[src/rtl/rbf_pkg.sv]
package rbf_pkg;

    typedef enum logic [3:0] {
        OP_NOP    = 4'd0,
        OP_RD_REG = 4'd1,
        OP_WR_REG = 4'd2,
        OP_RD_DIR = 4'd3,
        OP_WR_DIR = 4'd4,
        OP_RD_IND = 4'd5,
        OP_WR_IND = 4'd6,
        OP_PUSH   = 4'd7,
        OP_POP    = 4'd8,
        OP_BIT_RD = 4'd9,
        OP_BIT_WR = 4'd10,
        OP_PSW_WR = 4'd11,
        OP_SP_WR  = 4'd12
    } op_e;

    typedef enum logic [1:0] {
        S_IDLE,
        S_PTR,
        S_BITMOD,
        S_RESP
    } state_e;

    // status word positions of the bank-select pair
    localparam int PSW_BANK_HI = 4;
    localparam int PSW_BANK_LO = 3;

endpackage

[src/rtl/rbf_ram.sv]
module rbf_ram #(
    parameter int DEPTH = 128,
    parameter int DW    = 8,
    parameter int AW    = $clog2(DEPTH)
) (
    input  logic          clk,
    input  logic          rst_n,
    input  logic          we,
    input  logic [AW-1:0] waddr,
    input  logic [DW-1:0] wdata,
    input  logic [AW-1:0] raddr,
    output logic [DW-1:0] rdata
);

    logic [DW-1:0] mem [DEPTH];

    for (genvar i = 0; i < DEPTH; i++) begin : g_byte
        always_ff @(posedge clk or negedge rst_n) begin
            if (!rst_n) begin
                mem[i] <= '0;
            end else if (we && (waddr == AW'(i))) begin
                mem[i] <= wdata;
            end
        end
    end

    // registered read, returns the stored value before any same-edge write
    always_ff @(posedge clk or negedge rst_n) begin
        if (!rst_n) begin
            rdata <= '0;
        end else begin
            rdata <= mem[raddr];
        end
    end

endmodule

[src/rtl/rbf_addr_map.sv]
module rbf_addr_map #(
    parameter int RAM_AW   = 7,
    parameter int BANK_W   = 2,
    parameter int REG_W    = 3,
    parameter int BIT_AW   = 7,
    parameter int BIT_BASE = 32
) (
    input  logic [BANK_W-1:0] bank,
    input  logic [REG_W-1:0]  reg_num,
    input  logic              ptr_sel,
    input  logic [BIT_AW-1:0] bit_addr,
    output logic [RAM_AW-1:0] reg_idx,
    output logic [RAM_AW-1:0] ptr_idx,
    output logic [RAM_AW-1:0] bit_idx,
    output logic [2:0]        bit_pos
);

    localparam logic [RAM_AW-1:0] BIT_BASE_IDX = RAM_AW'(BIT_BASE);

    // a bank of 2**REG_W registers starts at bank * 2**REG_W
    assign reg_idx = RAM_AW'({bank, reg_num});
    assign ptr_idx = RAM_AW'({bank, {(REG_W-1){1'b0}}, ptr_sel});
    assign bit_idx = BIT_BASE_IDX + RAM_AW'(bit_addr[BIT_AW-1:3]);
    assign bit_pos = bit_addr[2:0];

endmodule

[src/rtl/rbf_ctrl.sv]
module rbf_ctrl
    import rbf_pkg::*;
#(
    parameter int ADDR_W    = 8,
    parameter int RAM_BYTES = 128,
    parameter int RAM_AW    = $clog2(RAM_BYTES),
    parameter int BANK_W    = 2,
    parameter int SP_INIT   = 7
) (
    input  logic              clk,
    input  logic              rst_n,
    input  logic              cmd_valid,
    input  logic [3:0]        cmd_op,
    input  logic [7:0]        wdata,
    input  logic [ADDR_W-1:0] dir_addr,
    input  logic [RAM_AW-1:0] reg_idx,
    input  logic [RAM_AW-1:0] ptr_idx,
    input  logic [RAM_AW-1:0] bit_idx,
    input  logic [2:0]        bit_pos,
    input  logic              bit_val,
    input  logic [7:0]        ram_q,
    output logic [RAM_AW-1:0] ram_raddr,
    output logic              ram_we,
    output logic [RAM_AW-1:0] ram_waddr,
    output logic [7:0]        ram_wdata,
    output logic [BANK_W-1:0] bank,
    output logic [6:0]        flags,
    output logic [ADDR_W-1:0] sp,
    output logic              cmd_ready,
    output logic              rvalid,
    output logic [7:0]        rdata
);

    localparam logic [ADDR_W-1:0] RAM_LAST = ADDR_W'(RAM_BYTES - 1);
    localparam logic [ADDR_W-1:0] SP_RST   = ADDR_W'(SP_INIT);

    state_e            state_q, state_d;
    logic [ADDR_W-1:0] sp_q, sp_d;
    logic [6:0]        flags_q, flags_d;
    logic              ind_wr_q, ind_wr_d;
    logic [7:0]        hold_data_q, hold_data_d;
    logic [RAM_AW-1:0] hold_idx_q, hold_idx_d;
    logic [2:0]        hold_pos_q, hold_pos_d;
    logic              hold_bit_q, hold_bit_d;
    logic              resp_bit_q, resp_bit_d;
    logic              resp_zero_q, resp_zero_d;

    op_e               op;
    logic              accept;
    logic [ADDR_W-1:0] sp_inc;
    logic [ADDR_W-1:0] ptr_val;
    logic [7:0]        merged;

    assign op      = op_e'(cmd_op);
    assign accept  = cmd_valid && (state_q == S_IDLE);
    assign sp_inc  = sp_q + 1'b1;
    assign ptr_val = ADDR_W'(ram_q);

    always_comb begin
        merged = ram_q;
        merged[hold_pos_q] = hold_bit_q;
    end

    // state register
    always_ff @(posedge clk or negedge rst_n) begin
        if (!rst_n) begin
            state_q     <= S_IDLE;
            sp_q        <= SP_RST;
            flags_q     <= '0;
            ind_wr_q    <= 1'b0;
            hold_data_q <= '0;
            hold_idx_q  <= '0;
            hold_pos_q  <= '0;
            hold_bit_q  <= 1'b0;
            resp_bit_q  <= 1'b0;
            resp_zero_q <= 1'b0;
        end else begin
            state_q     <= state_d;
            sp_q        <= sp_d;
            flags_q     <= flags_d;
            ind_wr_q    <= ind_wr_d;
            hold_data_q <= hold_data_d;
            hold_idx_q  <= hold_idx_d;
            hold_pos_q  <= hold_pos_d;
            hold_bit_q  <= hold_bit_d;
            resp_bit_q  <= resp_bit_d;
            resp_zero_q <= resp_zero_d;
        end
    end

    // next state and RAM port control
    always_comb begin
        state_d     = state_q;
        sp_d        = sp_q;
        flags_d     = flags_q;
        ind_wr_d    = ind_wr_q;
        hold_data_d = hold_data_q;
        hold_idx_d  = hold_idx_q;
        hold_pos_d  = hold_pos_q;
        hold_bit_d  = hold_bit_q;
        resp_bit_d  = resp_bit_q;
        resp_zero_d = resp_zero_q;
        ram_raddr   = hold_idx_q;
        ram_we      = 1'b0;
        ram_waddr   = hold_idx_q;
        ram_wdata   = wdata;

        unique case (state_q)
            S_IDLE: begin
                if (cmd_valid) begin
                    resp_bit_d  = 1'b0;
                    resp_zero_d = 1'b0;
                    unique case (op)
                        OP_RD_REG: begin
                            ram_raddr = reg_idx;
                            state_d   = S_RESP;
                        end
                        OP_WR_REG: begin
                            ram_we    = 1'b1;
                            ram_waddr = reg_idx;
                        end
                        OP_RD_DIR: begin
                            ram_raddr   = dir_addr[RAM_AW-1:0];
                            resp_zero_d = (dir_addr > RAM_LAST);
                            state_d     = S_RESP;
                        end
                        OP_WR_DIR: begin
                            ram_we    = (dir_addr <= RAM_LAST);
                            ram_waddr = dir_addr[RAM_AW-1:0];
                        end
                        OP_RD_IND, OP_WR_IND: begin
                            ram_raddr   = ptr_idx;
                            ind_wr_d    = (op == OP_WR_IND);
                            hold_data_d = wdata;
                            state_d     = S_PTR;
                        end
                        OP_PUSH: begin
                            sp_d      = sp_inc;
                            ram_we    = (sp_inc <= RAM_LAST);
                            ram_waddr = sp_inc[RAM_AW-1:0];
                        end
                        OP_POP: begin
                            ram_raddr   = sp_q[RAM_AW-1:0];
                            resp_zero_d = (sp_q > RAM_LAST);
                            sp_d        = sp_q - 1'b1;
                            state_d     = S_RESP;
                        end
                        OP_BIT_RD: begin
                            ram_raddr  = bit_idx;
                            resp_bit_d = 1'b1;
                            hold_pos_d = bit_pos;
                            state_d    = S_RESP;
                        end
                        OP_BIT_WR: begin
                            ram_raddr  = bit_idx;
                            hold_idx_d = bit_idx;
                            hold_pos_d = bit_pos;
                            hold_bit_d = bit_val;
                            state_d    = S_BITMOD;
                        end
                        OP_PSW_WR: flags_d = wdata[7:1];
                        OP_SP_WR:  sp_d    = ADDR_W'(wdata);
                        default: ;
                    endcase
                end
            end
            S_PTR: begin
                if (ind_wr_q) begin
                    ram_we    = (ptr_val <= RAM_LAST);
                    ram_waddr = ptr_val[RAM_AW-1:0];
                    ram_wdata = hold_data_q;
                    state_d   = S_IDLE;
                end else begin
                    ram_raddr   = ptr_val[RAM_AW-1:0];
                    resp_zero_d = (ptr_val > RAM_LAST);
                    state_d     = S_RESP;
                end
            end
            S_BITMOD: begin
                ram_we    = 1'b1;
                ram_waddr = hold_idx_q;
                ram_wdata = merged;
                state_d   = S_IDLE;
            end
            S_RESP: begin
                state_d = S_IDLE;
            end
            default: state_d = S_IDLE;
        endcase
    end

    // outputs
    always_comb begin
        cmd_ready = (state_q == S_IDLE);
        rvalid    = (state_q == S_RESP);
        if (resp_zero_q) begin
            rdata = '0;
        end else if (resp_bit_q) begin
            rdata = {7'b0, ram_q[hold_pos_q]};
        end else begin
            rdata = ram_q;
        end
    end

    assign sp    = sp_q;
    assign flags = flags_q;
    assign bank  = flags_q[PSW_BANK_HI-1:PSW_BANK_LO-1];

    // push moves the pointer up by one
    a_r6_push_inc: assert property (@(posedge clk) disable iff (!rst_n)
        (accept && op == OP_PUSH) |=> (sp_q == ADDR_W'($past(sp_q) + 1'b1)));

    // pop moves the pointer down by one
    a_r6_pop_dec: assert property (@(posedge clk) disable iff (!rst_n)
        (accept && op == OP_POP) |=> (sp_q == ADDR_W'($past(sp_q) - 1'b1)));

    // single-step reads answer in the next cycle while busy
    a_r3_read_next: assert property (@(posedge clk) disable iff (!rst_n)
        (accept && (op == OP_RD_REG || op == OP_RD_DIR || op == OP_POP || op == OP_BIT_RD))
        |=> (rvalid && !cmd_ready));

    // an indirect read answers after the pointer step
    a_r5_ind_answer: assert property (@(posedge clk) disable iff (!rst_n)
        (state_q == S_PTR && !ind_wr_q) |=> rvalid);

    // an out-of-range direct write or push never reaches the RAM
    a_r4_no_high_write: assert property (@(posedge clk) disable iff (!rst_n)
        ((accept && op == OP_WR_DIR && dir_addr > RAM_LAST) ||
         (accept && op == OP_PUSH && sp_inc > RAM_LAST)) |-> !ram_we);

    // the merge step flips at most one bit of the stored byte
    a_r7_one_bit: assert property (@(posedge clk) disable iff (!rst_n)
        (state_q == S_BITMOD) |-> ($countones(ram_wdata ^ ram_q) <= 1));

    // a busy cycle leaves pointer and flags untouched
    a_r10_busy_hold: assert property (@(posedge clk) disable iff (!rst_n)
        !cmd_ready |=> ($stable(sp_q) && $stable(flags_q)));

endmodule

[src/rtl/banked_regfile.sv]
module banked_regfile #(
    parameter int RAM_BYTES = 128,
    parameter int N_BANKS   = 4,
    parameter int BANK_REGS = 8,
    parameter int BIT_COUNT = 128,
    parameter int BIT_BASE  = 32,
    parameter int SP_INIT   = 7
) (
    input  logic       clk,
    input  logic       rst_n,
    input  logic       cmd_valid_i,
    input  logic [3:0] cmd_op_i,
    input  logic [2:0] reg_num_i,
    input  logic       ptr_sel_i,
    input  logic [7:0] dir_addr_i,
    input  logic [6:0] bit_addr_i,
    input  logic       bit_val_i,
    input  logic [7:0] wdata_i,
    input  logic [7:0] acc_i,
    output logic       cmd_ready_o,
    output logic       rvalid_o,
    output logic [7:0] rdata_o,
    output logic [7:0] psw_o,
    output logic [7:0] sp_o
);

    localparam int RAM_AW = $clog2(RAM_BYTES);
    localparam int BANK_W = $clog2(N_BANKS);
    localparam int REG_W  = $clog2(BANK_REGS);
    localparam int BIT_AW = $clog2(BIT_COUNT);

    logic [RAM_AW-1:0] reg_idx, ptr_idx, bit_idx;
    logic [2:0]        bit_pos;
    logic [RAM_AW-1:0] ram_raddr, ram_waddr;
    logic              ram_we;
    logic [7:0]        ram_wdata, ram_q;
    logic [BANK_W-1:0] bank;
    logic [6:0]        flags;

    rbf_addr_map #(
        .RAM_AW  (RAM_AW),
        .BANK_W  (BANK_W),
        .REG_W   (REG_W),
        .BIT_AW  (BIT_AW),
        .BIT_BASE(BIT_BASE)
    ) u_map (
        .bank    (bank),
        .reg_num (reg_num_i[REG_W-1:0]),
        .ptr_sel (ptr_sel_i),
        .bit_addr(bit_addr_i[BIT_AW-1:0]),
        .reg_idx (reg_idx),
        .ptr_idx (ptr_idx),
        .bit_idx (bit_idx),
        .bit_pos (bit_pos)
    );

    rbf_ctrl #(
        .ADDR_W   (8),
        .RAM_BYTES(RAM_BYTES),
        .RAM_AW   (RAM_AW),
        .BANK_W   (BANK_W),
        .SP_INIT  (SP_INIT)
    ) u_ctrl (
        .clk      (clk),
        .rst_n    (rst_n),
        .cmd_valid(cmd_valid_i),
        .cmd_op   (cmd_op_i),
        .wdata    (wdata_i),
        .dir_addr (dir_addr_i),
        .reg_idx  (reg_idx),
        .ptr_idx  (ptr_idx),
        .bit_idx  (bit_idx),
        .bit_pos  (bit_pos),
        .bit_val  (bit_val_i),
        .ram_q    (ram_q),
        .ram_raddr(ram_raddr),
        .ram_we   (ram_we),
        .ram_waddr(ram_waddr),
        .ram_wdata(ram_wdata),
        .bank     (bank),
        .flags    (flags),
        .sp       (sp_o),
        .cmd_ready(cmd_ready_o),
        .rvalid   (rvalid_o),
        .rdata    (rdata_o)
    );

    rbf_ram #(
        .DEPTH(RAM_BYTES),
        .DW   (8),
        .AW   (RAM_AW)
    ) u_ram (
        .clk  (clk),
        .rst_n(rst_n),
        .we   (ram_we),
        .waddr(ram_waddr),
        .wdata(ram_wdata),
        .raddr(ram_raddr),
        .rdata(ram_q)
    );

    // parity is recomputed from the accumulator every cycle
    assign psw_o = {flags, ^acc_i};

endmodule

[config.mk]
export PLATFORM = sky130hd
export DESIGN_NAME = banked_regfile
export DESIGN_NICKNAME = d
export VERILOG_FILES = /design/src/rtl/rbf_pkg.sv /design/src/rtl/rbf_ram.sv /design/src/rtl/rbf_addr_map.sv /design/src/rtl/rbf_ctrl.sv /design/src/rtl/banked_regfile.sv
export SDC_FILE = /design/constraint.sdc
export NUM_CORES = 2
export LEC_CHECK = 0
export ABC_CLOCK_PERIOD_IN_PS = 3750
export BUFFER_PORTS_ARGS = -buffer_cell sky130_fd_sc_hd__buf_2
export CAP_MARGIN = 10
export CORE_ASPECT_RATIO = 1.75
export CORE_UTILIZATION = 50
export DETAILED_ROUTE_END_ITERATION = 7
export PLACE_DENSITY = 0.77
export SLEW_MARGIN = 40
export SYNTH_ARGS = -nofsm -noshare
export SYNTH_HDL_FRONTEND = slang
export SYNTH_HIERARCHICAL = 1
export SYNTH_SLANG_ARGS = --single-unit
[constraint.sdc]
create_clock -name clk -period 3.75 [get_ports clk]
set_clock_uncertainty 0.2 [all_clocks]
set_input_delay 1.125 -clock clk [delete_from_list [all_inputs] [get_ports clk]]
set_output_delay 1.125 -clock clk [all_outputs]
set_load 0.005 [all_outputs]
==> impl_metrics.tcl <==
set metrics [dict create \
    outcome "finished, violations left" \
    violations "setup timing" \
    powerDensity_nw_per_um2 690 \
    seq_area_um2 26800 \
    worst_pin_slew_ps 876 \
    p_leak_nw 28.5 \
    ios 69 \
    synth_area_leaders "dfrtp_1, mux2_2, mux4_2" \
    fin_crit_ps 4250 \
    clock_path_buffers 3 \
    syn_area_um2 50400 \
    drt_first_pass_iters 5 \
    die_area_um2 102000 \
    drt_iter0_markers 1993 \
    gr-total-overflow 0 \
    multi_input_area_um2 23300 \
    root_buffer "clkbuf_16" \
    reg2reg_to "u_ram/rdata[4]" \
    gr-usage-met1 0.314 \
    cts.htree.levels 3 \
    cts_made_buffers 91 \
    clk_latency_ps 710 \
    fillerInstances 7113 \
    end_kind "flip-flop" \
    setup_viol 8 \
    syn_inst 3242 \
    instances_no_fill 4921 \
    r2r_slack_ps -420 \
    path_class "input port to flip-flop" \
    hold_viol_final 0 \
    die_x_um 242 \
    start_util 0.506 \
    crit_path_max_fanout 11 \
    ant_nets 0 \
    top_usage_layer "met2" \
    die_h_um 422 \
    synth_flop_cell "dfrtp_1" \
    wl_per_cell_um 28.1 \
    relSlewSlack 0.416 \
    grt_pass1_wl_mm 214 \
    synth.avg_cell_area_um2 15.5 \
    ys_warn_count 6 \
    min_path_type "input port to asynchronous set/reset pin" \
    dp_hpwl_mm 94.5 \
    r2r_cells 14 \
    grt_pass1_vias 33900 \
    start_kind "input port" \
    cts_tree "done" \
    report.final.slew_viol_count 0 \
    grt_max_degree 129 \
    layout.nets 3581 \
    yosysSeqAreaShare 0.532 \
    clk_pin_slew_worst_paths_ps 70 \
    met3_usage 0.0396 \
    io_buffer_count 68 \
    required_ps 4140 \
    holdWs_ps 229 \
    area_delta_synth_final_pct 19.8 \
    final_cell_mix "dfrtp_1, mux2_2, mux4_2" \
    synth_edf_count 0 \
    antenna_found_initial 4 \
    synth_cell_type_count 60 \
    rsz0062_at_grt "yes" \
    place.gp.congestion 0.944 \
    via_count 30800 \
    synth_top_area_frac 0.530 \
    crit_arrival_ps 4640 \
    layout_setup_ws_ps -497 \
    drt_wl_total_mm 139 \
    synth_top_area_cell "dfrtp_1" \
    placementRows 153 \
    drcViolationCount 0 \
    fin_crit_sh 1.13 \
    drive_gt1_frac 0.598 \
    cap_viol_max_count 0 \
    irDropWorstVdd_mv 0.945 \
    grt_usage 0.279 \
    met2_usage 0.499 \
    rr_startpoint "u_ctrl/state_q[1]" \
    async_flop_share 1.00 \
    max_freq_mhz 235 \
    clock_sinks 1071 \
    viasPerCell 6.26 \
    synth_seq_cells 1071 \
    final_common_cell "dfrtp_1" \
    dp_cells 4730 \
    core-area_um2 99500 \
]
[power by group]
group / internal (W) / switching, W
Sequential: 0.0128 / 0.000930
Clock: 0.00569 / 0.00440
Combinational: 0.00821 / 0.00965
[final cells by class]
cell class              instances  share of cell area
inverters                      18             0.00112
repair buffers                462              0.0889
multi-input cells            1888               0.386
flip-flops and latches       1071               0.444
diodes                          1           0.0000415
clock inverters                35             0.00813
clock buffers                 129              0.0443
well taps                    1317              0.0273
[worst max-delay path by stage]
stage | startpoint | to | cells after the start
3_3_place_gp | cmd_op_i[2] | u_ram/rdata[2] | 14
5_1_grt | cmd_op_i[1] | u_ram/rdata[6] | 15
2_1_floorplan | cmd_op_i[1] | u_ram/rdata[0] | 13
3_5_place_dp | cmd_op_i[2] | u_ram/rdata[0] | 14
4_1_cts | cmd_op_i[1] | u_ram/rdata[7] | 15
6_report | cmd_op_i[1] | u_ram/rdata[4] | 14
[state kept, by name (all words and copies together), names as in the netlist, 2 cells and up]
signal	count
u_ctrl/state_q	2
u_ctrl/sp	8
u_ctrl/hold_idx_q	7
u_ctrl/hold_pos_q	3
u_ctrl/hold_data_q	8
u_ram/rdata	8
u_ram/mem	1024
u_ctrl/flags	7
[metal layers]
metal	vias to the layer above	share of wire
li1	12700	-
met1	16700	0.36
met2	978	0.54
met3	377	0.043
met4	8	0.063
met5	-	0.00033
[synthesized netlist by cell type, types with 20 or more instances]
library cell and instances:
mux2i_1 23, buf_4 36, buf_1 22, nand2_1 91, o21ai_0 40, a22oi_1 21
mux2_2 1068, nor2_1 116, buf_2 24, dfrtp_1 1068, nand3_1 20, clkbuf_1 189
mux4_2 337
[timing repair]
action | CTS | global route
setup buffers | 18 | 4
pin swaps | 11 | 17
hold buffers | 0 | 0
resized for setup | 61 | 81
endpoints found under the setup margin | 670 | 919
gates cloned | 5 | 2
[cell families after synthesis]
family / count (synthesis) / synth area share
and+or+nand+nor: 296 / 0.0268
buffers and inverters: 290 / 0.0250
adders and majority gates: 6 / 0.00149
AOI/OAI and AO/OA: 133 / 0.0181
muxes: 1428 / 0.394
DFF: 1071 / 0.532
xor gates and xnor gates: 16 / 0.00278
other: 2 / 0.000149
[stage by stage]
stage / TNS (ps) / total power, W / setup WS (ps) / util / area [um2]
after CTS: -3380 / 0.0415 / -443 / 0.603 / 60000
after global routing: -4830 / 0.0432 / -517 / 0.606 / 60400
after global placement: -741760 / 0.0300 / -1210 / 0.565 / 56300
after detailed placement: -780800 / 0.0303 / -1220 / 0.565 / 56300
after floorplan: -167710 / 0.0244 / -663 / - / 51300
final: -3830 / 0.0417 / -497 / 0.606 / 60400
[critical path, stage by stage]
cell,delay [ps]
buf_12,120
nor3b_4,220
a22oi_2,110
o22ai_2,200
nor2_2,80
o21ai_4,150
buf_12,150
buf_12,100
buf_16,200
buf_12,170
mux4_2,550
mux4_2,570
mux4_2,580
mux2_4,290
No activity file was read; power rests on OpenSTA's default activity.
